File: src/rtl/bb_pkg.sv
package bb_pkg;
    typedef enum logic [0:0] {
        ENG_IDLE = 1'b0,
        ENG_WB   = 1'b1
    } eng_state_e;
endpackage

File: src/rtl/bb_decode.sv
module bb_decode #(
    parameter int                  ADDR_W     = 32,
    parameter int                  DATA_W     = 32,
    parameter int                  TGT_BITS   = 20,
    parameter logic [ADDR_W-1:0]   ALIAS_BASE = 32'h2200_0000,
    parameter logic [ADDR_W-1:0]   TGT_BASE   = 32'h2000_0000,
    parameter logic [TGT_BITS-1:0] SC_LO      = 20'h8_0000,
    parameter logic [TGT_BITS-1:0] SC_HI      = 20'h8_0040,
    localparam int                 BIT_W      = $clog2(DATA_W)
) (
    input  logic [ADDR_W-1:0] addr,
    output logic              is_alias,
    output logic [ADDR_W-1:0] word_addr,
    output logic [BIT_W-1:0]  bit_idx,
    output logic              is_sc
);
    localparam int BYTE_W     = $clog2(DATA_W / 8);
    localparam int ALIAS_BITS = TGT_BITS + 3 + BYTE_W;
    localparam int SHIFT      = BYTE_W + BIT_W;

    logic [TGT_BITS-1:0] tgt_ofs;
    logic                unused_low;

    assign unused_low = ^addr[BYTE_W-1:0];

    always_comb begin
        is_alias  = (addr[ADDR_W-1:ALIAS_BITS] == ALIAS_BASE[ADDR_W-1:ALIAS_BITS]);
        bit_idx   = addr[BYTE_W +: BIT_W];
        tgt_ofs   = {addr[ALIAS_BITS-1:SHIFT], {BYTE_W{1'b0}}};
        word_addr = TGT_BASE;
        word_addr[TGT_BITS-1:0] = tgt_ofs;
        is_sc     = (tgt_ofs >= SC_LO) && (tgt_ofs < SC_HI);
    end
endmodule

File: src/rtl/bb_fifo.sv
module bb_fifo #(
    parameter int WIDTH = 40,
    parameter int DEPTH = 4,
    localparam int PTR_W = (DEPTH > 1) ? $clog2(DEPTH) : 1,
    localparam int CNT_W = $clog2(DEPTH + 1)
) (
    input  logic             clk,
    input  logic             rst_n,
    input  logic             push,
    input  logic [WIDTH-1:0] push_data,
    input  logic             pop,
    output logic [WIDTH-1:0] head,
    output logic             empty,
    output logic             full,
    output logic [CNT_W-1:0] count
);
    typedef struct packed {
        logic [DEPTH-1:0][WIDTH-1:0] mem;
        logic [PTR_W-1:0]            wr;
        logic [PTR_W-1:0]            rd;
        logic [CNT_W-1:0]            cnt;
    } fifo_t;

    fifo_t st_d, st_q;

    function automatic logic [PTR_W-1:0] bump(input logic [PTR_W-1:0] p);
        if (p == PTR_W'(DEPTH - 1)) return '0;
        return p + 1'b1;
    endfunction

    assign head  = st_q.mem[st_q.rd];
    assign empty = (st_q.cnt == '0);
    assign full  = (st_q.cnt == CNT_W'(DEPTH));
    assign count = st_q.cnt;

    always_comb begin
        st_d = st_q;
        if (push) begin
            st_d.mem[st_q.wr] = push_data;
            st_d.wr           = bump(st_q.wr);
        end
        if (pop) begin
            st_d.rd = bump(st_q.rd);
        end
        case ({push, pop})
            2'b10:   st_d.cnt = st_q.cnt + 1'b1;
            2'b01:   st_d.cnt = st_q.cnt - 1'b1;
            default: st_d.cnt = st_q.cnt;
        endcase
    end

    always_ff @(posedge clk or negedge rst_n) begin
        if (!rst_n) st_q <= '0;
        else        st_q <= st_d;
    end
endmodule

File: src/rtl/bb_engine.sv
module bb_engine
    import bb_pkg::*;
#(
    parameter int                ADDR_W     = 32,
    parameter int                DATA_W     = 32,
    parameter logic [ADDR_W-1:0] SC_SET_OFS = 32'h4,
    parameter logic [ADDR_W-1:0] SC_CLR_OFS = 32'h8,
    localparam int               BIT_W      = $clog2(DATA_W)
) (
    input  logic              clk,
    input  logic              rst_n,
    input  logic              valid,
    input  logic [ADDR_W-1:0] head_word,
    input  logic [BIT_W-1:0]  head_bit,
    input  logic              head_val,
    input  logic              head_sc,
    output logic              pop,
    output logic              busy_wb,
    output logic              eng_req,
    output logic              eng_we,
    output logic [ADDR_W-1:0] eng_addr,
    output logic [DATA_W-1:0] eng_wdata,
    input  logic              tgt_ack,
    input  logic [DATA_W-1:0] tgt_rdata
);
    typedef struct packed {
        eng_state_e        state;
        logic [DATA_W-1:0] wb;
    } eng_t;

    eng_t st_d, st_q;
    logic [DATA_W-1:0] mask;

    assign mask    = {{(DATA_W-1){1'b0}}, 1'b1} << head_bit;
    assign busy_wb = (st_q.state == ENG_WB);

    always_comb begin
        st_d      = st_q;
        pop       = 1'b0;
        eng_req   = 1'b0;
        eng_we    = 1'b0;
        eng_addr  = head_word;
        eng_wdata = '0;
        case (st_q.state)
            ENG_IDLE: begin
                if (valid) begin
                    eng_req = 1'b1;
                    if (head_sc) begin
                        eng_we    = 1'b1;
                        eng_addr  = head_word + (head_val ? SC_SET_OFS : SC_CLR_OFS);
                        eng_wdata = mask;
                        pop       = tgt_ack;
                    end else if (tgt_ack) begin
                        st_d.wb    = head_val ? (tgt_rdata | mask) : (tgt_rdata & ~mask);
                        st_d.state = ENG_WB;
                    end
                end
            end
            ENG_WB: begin
                eng_req   = 1'b1;
                eng_we    = 1'b1;
                eng_wdata = st_q.wb;
                if (tgt_ack) begin
                    pop        = 1'b1;
                    st_d.state = ENG_IDLE;
                end
            end
            default: st_d.state = ENG_IDLE;
        endcase
    end

    always_ff @(posedge clk or negedge rst_n) begin
        if (!rst_n) st_q <= '{state: ENG_IDLE, wb: '0};
        else        st_q <= st_d;
    end
endmodule

File: src/rtl/bitband_bridge.sv
module bitband_bridge #(
    parameter int                  ADDR_W     = 32,
    parameter int                  DATA_W     = 32,
    parameter int                  TGT_BITS   = 20,
    parameter int                  FIFO_DEPTH = 4,
    parameter logic [ADDR_W-1:0]   ALIAS_BASE = 32'h2200_0000,
    parameter logic [ADDR_W-1:0]   TGT_BASE   = 32'h2000_0000,
    parameter logic [TGT_BITS-1:0] SC_LO      = 20'h8_0000,
    parameter logic [TGT_BITS-1:0] SC_HI      = 20'h8_0040,
    parameter logic [ADDR_W-1:0]   SC_SET_OFS = 32'h4,
    parameter logic [ADDR_W-1:0]   SC_CLR_OFS = 32'h8
) (
    input  logic              clk,
    input  logic              rst_n,
    input  logic              cpu_req,
    input  logic              cpu_we,
    input  logic [ADDR_W-1:0] cpu_addr,
    input  logic [DATA_W-1:0] cpu_wdata,
    output logic              cpu_ready,
    output logic [DATA_W-1:0] cpu_rdata,
    output logic              tgt_req,
    output logic              tgt_we,
    output logic [ADDR_W-1:0] tgt_addr,
    output logic [DATA_W-1:0] tgt_wdata,
    input  logic              tgt_ack,
    input  logic [DATA_W-1:0] tgt_rdata
);
    localparam int BIT_W   = $clog2(DATA_W);
    localparam int ENTRY_W = ADDR_W + BIT_W + 2;
    localparam int CNT_W   = $clog2(FIFO_DEPTH + 1);

    logic              cpu_is_alias, cpu_is_sc, posted;
    logic [ADDR_W-1:0] cpu_word;
    logic [BIT_W-1:0]  cpu_bit;
    logic [ENTRY_W-1:0] push_entry, head_entry;
    logic              fifo_push, fifo_pop, fifo_empty, fifo_full;
    logic [CNT_W-1:0]  fifo_count;
    logic [ADDR_W-1:0] head_word;
    logic [BIT_W-1:0]  head_bit;
    logic              head_val, head_sc, eng_busy;
    logic              eng_req, eng_we;
    logic [ADDR_W-1:0] eng_addr;
    logic [DATA_W-1:0] eng_wdata;

    bb_decode #(
        .ADDR_W(ADDR_W), .DATA_W(DATA_W), .TGT_BITS(TGT_BITS),
        .ALIAS_BASE(ALIAS_BASE), .TGT_BASE(TGT_BASE),
        .SC_LO(SC_LO), .SC_HI(SC_HI)
    ) u_dec (
        .addr(cpu_addr), .is_alias(cpu_is_alias), .word_addr(cpu_word),
        .bit_idx(cpu_bit), .is_sc(cpu_is_sc)
    );

    assign posted     = cpu_we && cpu_is_alias;
    assign fifo_push  = cpu_req && posted && !fifo_full;
    assign push_entry = {cpu_word, cpu_bit, cpu_wdata[0], cpu_is_sc};
    assign {head_word, head_bit, head_val, head_sc} = head_entry;

    bb_fifo #(.WIDTH(ENTRY_W), .DEPTH(FIFO_DEPTH)) u_fifo (
        .clk(clk), .rst_n(rst_n), .push(fifo_push), .push_data(push_entry),
        .pop(fifo_pop), .head(head_entry), .empty(fifo_empty),
        .full(fifo_full), .count(fifo_count)
    );

    bb_engine #(
        .ADDR_W(ADDR_W), .DATA_W(DATA_W),
        .SC_SET_OFS(SC_SET_OFS), .SC_CLR_OFS(SC_CLR_OFS)
    ) u_eng (
        .clk(clk), .rst_n(rst_n), .valid(!fifo_empty),
        .head_word(head_word), .head_bit(head_bit), .head_val(head_val),
        .head_sc(head_sc), .pop(fifo_pop), .busy_wb(eng_busy),
        .eng_req(eng_req), .eng_we(eng_we), .eng_addr(eng_addr),
        .eng_wdata(eng_wdata), .tgt_ack(tgt_ack), .tgt_rdata(tgt_rdata)
    );

    always_comb begin
        if (!fifo_empty) begin
            tgt_req   = eng_req;
            tgt_we    = eng_we;
            tgt_addr  = eng_addr;
            tgt_wdata = eng_wdata;
        end else begin
            tgt_req   = cpu_req && !posted;
            tgt_we    = cpu_we;
            tgt_addr  = cpu_is_alias ? cpu_word : cpu_addr;
            tgt_wdata = cpu_wdata;
        end
        if (posted) cpu_ready = cpu_req && !fifo_full;
        else        cpu_ready = cpu_req && fifo_empty && tgt_ack;
        if (cpu_is_alias) cpu_rdata = {{(DATA_W-1){1'b0}}, tgt_rdata[cpu_bit]};
        else              cpu_rdata = tgt_rdata;
    end
endmodule

File: config.mk
export PLATFORM = sky130hd
export DESIGN_NAME = bitband_bridge
export DESIGN_NICKNAME = d
export VERILOG_FILES = /design/src/rtl/bb_pkg.sv /design/src/rtl/bb_decode.sv /design/src/rtl/bb_fifo.sv /design/src/rtl/bb_engine.sv /design/src/rtl/bitband_bridge.sv
export SDC_FILE = /design/constraint.sdc
export NUM_CORES = 1
export LEC_CHECK = 0
export CAP_MARGIN = 5
export CORE_UTILIZATION = 35
export CTS_CLUSTER_DIAMETER = 100
export CTS_CLUSTER_SIZE = 14
export DETAILED_ROUTE_END_ITERATION = 16
export PLACE_DENSITY_LB_ADDON = 0.08
export SLEW_MARGIN = 40
export SYNTH_ARGS = -nofsm -noshare
export SYNTH_HDL_FRONTEND = slang
export SYNTH_SLANG_ARGS = --single-unit
File: constraint.sdc
create_clock -name clk -period 4.3 [get_ports clk]
set_clock_uncertainty 0.1 [all_clocks]
set_input_delay 0.645 -clock clk [delete_from_list [all_inputs] [get_ports clk]]
set_output_delay 0.645 -clock clk [all_outputs]
set_load 0.03 [all_outputs]
**After elaboration in Yosys (flattened, before gate mapping)**

Cells that the tools add are included.

- Register bits after elaboration: 196
- Logic and storage cells: 87
- Input port bits: 101

- Add/subtract/negate cells: 5
- Bitwise gates (word level): 6
- Equal/unequal tests: 6
- Reductions and logical operators: 14
- Shifts and indexed selects: 1
- Multiplexer cells: 40
- $lt $le $gt $ge: 6

Operator list:

| kind | count |
|---|---|
| $mux 32 | 8 |
| $bwmux 156 | 1 |
| $mux 33 | 3 |
| $bmux 39 s2 | 1 |
| $demux 39 s2 | 1 |
| $mux 39 | 2 |
| $pmux 32 s2 | 1 |
| $add 32x32->32 | 1 |
| $and 32x32->32 | 1 |
| $not 32->32 | 1 |
| $or 32x32->32 | 1 |
| $shl 1x5->32 const A | 1 |
| $ge 20x20->1 const B | 1 |
| $lt 20x20->1 const B | 1 |
| $mux 1 | 13 |
| $logic_and 1x1->1 | 9 |
| $mux 2 | 4 |
| $eq 7x5->1 const B | 1 |
| $eq 2x2->1 const B | 3 |
| $lt 2x3->1 const B | 2 |
| $lt 5x6->1 const B | 1 |
| $pmux 1 s2 | 3 |
| $pmux 3 s2 | 1 |
| $bmux 1 s5 | 1 |
| other kinds (12) | 16 |

**Depth between registers and ports, before layout**

- Depth after elaboration: 10
- Gate-level depth with buffers: 14
- Mapped depth without buffers: 10

**Hierarchy**

From an unflattened synthesis, not the netlist that was laid out.

- Cell total of the unflattened synthesis: 1,068
- Area total of the unflattened synthesis: 12,250.5 um2

Modules (own cells, without submodules):

| module | cells an instance | instances | area each (um2) |
|---|---|---|---|
| bb_fifo | 417 | 1 | 7,305.8 |
| bb_engine | 375 | 1 | 2,974.1 |
| bitband_bridge | 230 | 1 | 1,626.6 |
| bb_decode | 46 | 1 | 344.1 |

**Worst setup path after synthesis**

No wires, ideal clock.

- Path kind: reg-to-output
- From: register u_fifo.st_q[3] (netlist bit)
- To: output tgt_addr[16]
- Stages on the path, launching flop included: 15
- Arrival: 3.433 ns
- Data required time: 3.555 ns
- Path slack: 0.122 ns
- Path through: dfrtp_1 > buf_6 > buf_8 > buf_8 > mux4_2 > buf_2 > buf_2 > ha_1 > fa_1 > nand2_1 > o22ai_1 > nand4_4 > buf_6 > or4_1 > a31oi_1

- Word-level cells in the longest chain between the ends: 7

Ends and longest elaborated chain:

| what | RTL line | text |
|---|---|---|
| start: declaration | bb_fifo.sv:24 | `fifo_t st_d, st_q;` |
| start signal: assignment | bb_fifo.sv:54 | `else st_q <= st_d;` |
| $bmux 39 s2 * | bb_fifo.sv:31 | `assign head = st_q.mem[st_q.rd];` |
| $mux 39 (implied by the code) * | bb_fifo.sv:31 |  |
| $mux 4 | bb_engine.sv:50 | `eng_addr = head_word + (head_val ? SC_SET_OFS : SC_CLR_OFS);` |
| $add 32x32->32 | bb_engine.sv:50 |  |
| $mux 32 | bb_engine.sv:48 | `if (head_sc) begin` |
| $mux 32 * | bb_engine.sv:44 | `case (st_q.state)` |
| $mux 32 * | bitband_bridge.sv:77 | `if (!fifo_empty) begin` |
| end: declaration | bitband_bridge.sv:23 | `output logic [ADDR_W-1:0] tgt_addr,` |

Every way passes the cells marked *; elsewhere a longest branch is shown, timed or not. The select of a mux whose other input is x is not followed.

**Final worst setup path**

- From: register u_fifo.st_q[3] (netlist bit)
- To: output tgt_wdata[18]

- Word-level cells in the longest chain between the ends: 6

Ends and longest elaborated chain:

| what | RTL line | text |
|---|---|---|
| $bmux 39 s2 * | bb_fifo.sv:31 |  |
| $mux 39 (implied by the code) * | bb_fifo.sv:31 |  |
| $shl 1x5->32 | bb_engine.sv:34 | `assign mask = {{(DATA_W-1){1'b0}}, 1'b1} << head_bit;` |
| $mux 32 * | bb_engine.sv:48 |  |
| $pmux 32 s2 * | bb_engine.sv:44 |  |
| $mux 32 * | bitband_bridge.sv:77 |  |
| end: declaration | bitband_bridge.sv:24 | `output logic [DATA_W-1:0] tgt_wdata,` |

Marked as above.

==> flow_summary_export.csv <==
group,metric,value,unit
detailed_routing,drt-wirelength-per-cell,19.8,µm
synth,synth_xor_area_share,0.789,%
detailed_routing,routed_wl,27.0,mm
setup_path,critical-path-max-stage-delay,0.71,ns
grt,antenna_found_initial,0,
synth,synth_compound_area_share,9.35,%
grt,grt_pass1_wl,41.9,mm
synth,yosys.area_share.simple,15.9,%
place,io_buffers,199,
min_path,hp-class,"primary input to async pin",
setup_path,cp_cell_sequence,"buf_8, mux4_2, or3b_2, nor3_1, a21oi_1, o21ai_0, clkdlybuf4s50_1",
sta,setup_slack,0.165,ns
synth,synth.yosys.warnings,0,
grt,grt_pass1_vias,7046,
setup_path,cp-end-kind,"primary output",
sta,slew_headroom,42.1,%
cells_and_area,antenna_cells,0,
detailed_routing,drt-vias-per-instance,5.29,
synth,synth_seq_area_share,40.6,%
setup_path,worstPathRequired,3.56,ns
synth,netlist_instances,849,
sta,fin_crit_sh,96.2,%
place,place_ws,0.382,ns
synth,synth_top_family_by_area,"multiplexers",
clock_network,clock_path_buffers,2,
cells_and_area,layout-drive-gt1-share,24.4,%
power,power,5.87,mW
die,coreArea,0.0246,mm²
power,power.share.clock,27.1,%
synth,synth_cell_types,49,
clock_network,htree_levels,4,
power,power_density,494,mW/mm²
setup_path,path_max_fanout,15,
synth,synth_flop_cell,"dfrtp_1",
power,p_comb_share,44.5,%
setup_path,critPathKind,"register to primary output",
detailed_routing,ant_nets,0,
detailed_routing,dr.pass1.iters,4,
synth,synth-adder-area-share,1.58,%
grt,grt_max_degree,88,
sta,tightest_slew,0.866,ns
synth,async_flop_share,100,%
place,dp_hpwl,18.8,mm
synth,muxShareOfSynthArea,27.9,%
grt,grtUsageTotal,21.2,%
clock_network,worstSkewPairLatency,0.43,ns
clock_network,clockRootBuffer,"clkbuf_16",
cells_and_area,postLayoutCoreUtil,48.2,%
power,power.switching,2.30,mW
power,seqPwrFrac,28.4,%
clock_network,clk_pin_slew,0.07,ns
die,ioPinCount,200,
sta,rsz0062_at_grt,"no",
detailed_routing,drt-initial-drc-count,290,
power,p_leak,5.06,nW
clock_network,clock_sinks,144,
sta,hold_viol,0,
cells_and_area,finalNetCount,1139,
sta,setup_viol,0,
sta,finalSetupTns,0,ns
cells_and_area,area_growth,33.5,%
setup_path,reg2regPathDepth,6,
sta,report.final.slew_viol_count,0,
job,maxCapViolCount,0,
power,p_int,3.57,mW
synth,synth-edff-count,0,
power,swShare,39.1,%
setup_path,crit_path_top_delay_cell,"clkdlybuf4s50_1",
die,die_w,161,µm
sta,period_minus_slack,4.14,ns
die,fp.dieH,161,µm
synth,syn_area_per_cell,10.5,µm²
sta,fmax,0.242,GHz
die,num_rows,57,
outcome,outcome,"completed",
grt,overflow,0,
die,start_util,36.1,%
setup_path,startpoint_type,"register",
detailed_routing,num_vias,7219,
power,ir_worst_vdd,0.288,mV
setup_path,cp.arrival,3.39,ns
place,gp_congestion,0.805,
clock_network,cts_buffers,17,
die,die_area,0.0260,mm²
synth,post_synth_instance_area,0.00889,mm²
synth,synth_nets,960,
clock_network,cts_tree,"yes",
detailed_routing,drc,0,
synth,ys_seq_elements,144,
clock_network,cts_hold_buf,0,
## critical path: cells and delay by family, from the launching register on
family | cells | cell delay, ns
buf+inv | 2 | 0.90
simple gates | 2 | 0.79
mux | 1 | 0.62
flops | 1 | 0.38
compound gates | 2 | 0.27
## power by group through the flow
stage	combinational, mW	clock, mW	sequential (mW)
3_3_place_gp	2.63	0	1.68
2_1_floorplan	1.68	0	1.65
3_5_place_dp	2.64	0	1.68
6_report	2.61	1.59	1.66
4_1_cts	2.64	1.62	1.66
5_1_grt	2.82	1.67	1.69
## layout make-up
| class | count | area, µm² |
|---|---|---|
| clock buffer | 18 | 439 |
| clock inverter | 13 | 188 |
| fill | 2334 | 12700 |
| sequential | 144 | 3610 |
| multi-input combinational | 627 | 4970 |
| tap | 324 | 405 |
| inverter | 13 | 52.6 |
| timing repair buffer | 225 | 2200 |
## synth_stat cells, drive strengths merged (5+ instances only)
cell / instances / share of area (%)
and3: 9 / 0.63
a31oi: 13 / 0.92
mux2: 117 / 15
ha: 8 / 1.1
o21ai: 49 / 2.8
nand3b: 5 / 0.42
inv: 13 / 0.55
buf: 27 / 1.8
nand2: 60 / 2.6
nand2b: 8 / 0.56
o31ai: 7 / 0.59
nor2: 74 / 3.1
nor4: 5 / 0.35
nand4: 6 / 0.66
clkbuf: 38 / 1.6
a21oi: 61 / 3.4
xor2: 7 / 0.69
mux2i: 37 / 4.2
and2: 39 / 2.7
dfrtp: 144 / 41
nor3: 35 / 2.0
or3: 10 / 0.70
or4: 8 / 0.68
nand3: 8 / 0.56
mux4: 35 / 8.9
## path summary, 6_finish.rpt
path	start	to	slack (ns)
worst max-delay path	u_fifo.st_q[3]	tgt_wdata[18]	0.16
worst min-delay path	rst_n	u_eng.st_q[5]	0.13
worst max register to register	u_fifo.st_q[3]	u_eng.st_q[25]	1.61
worst min register to register	u_fifo.st_q[160]	u_fifo.st_q[160]	0.36
max in group asynchronous	rst_n	u_fifo.st_q[43]	3.20
min in group clk	u_fifo.st_q[160]	u_fifo.st_q[160]	0.36
## flip-flops by register name, summed over array words and instances, names as in the netlist
register       cells
u_eng.st_q        32
u_eng.busy_wb      1
u_fifo.st_q      108
u_fifo.count       3
## metal layers
| metal | GRT usage (%) | vias up | wire (µm) |
|---|---|---|---|
| met5 | 0 | - | 0 |
| met4 | 6.05 | 0 | 415 |
| met3 | 4.03 | 29 | 1340 |
| met2 | 35.2 | 217 | 13000 |
| met1 | 28.1 | 3530 | 12200 |
| li1 | - | 3443 | - |
## timing repair
item	4_1_cts	5_1_grt
gates resized for setup	2	7
pin swaps	0	0
buffers inserted	0	9
endpoints found under the setup margin	2	28
## cell usage in the layout (no fill, tap or decap), drive strengths merged, types with 3 or more instances in the layout
master	n
clkdlybuf4s50	174
dfrtp	144
mux2	117
nor2	74
a21oi	61
nand2	60
o21ai	49
buf	49
and2	39
mux2i	37
mux4	35
nor3	35
clkbuf	18
a31oi	13
inv	13
or3	10
and3	9
nand2b	8
or4	8
ha	8
nand3	8
o31ai	7
xor2	7
nand4	6
nand3b	5
nor4	5
clkinv	5
a21o	4
clkinvlp	4
bufinv	4
or3b	4
o22ai	3
## cells by family (layout without fill, tap and decap cells)
kind of cell / Yosys count / in the layout
AO/OA/AOI/OAI: 145 / 145
multiplexers: 189 / 189
adder cells (fa/ha/maj): 10 / 10
AND/OR/NAND/NOR: 275 / 275
flip-flops: 144 / 144
buffers and inverters: 78 / 269
XOR/XNOR: 8 / 8
## metrics by stage
stage	cell area [µm²]	std cells	hold slack (ns)
floorplan	8890	849	0.249
finish	11900	1364	0.129
CTS	11800	1355	0.146
detailed placement	11100	1324	0.351
global placement	11100	1324	0.345
global route	11900	1364	0.173
(Power assumes the default switching activity.)
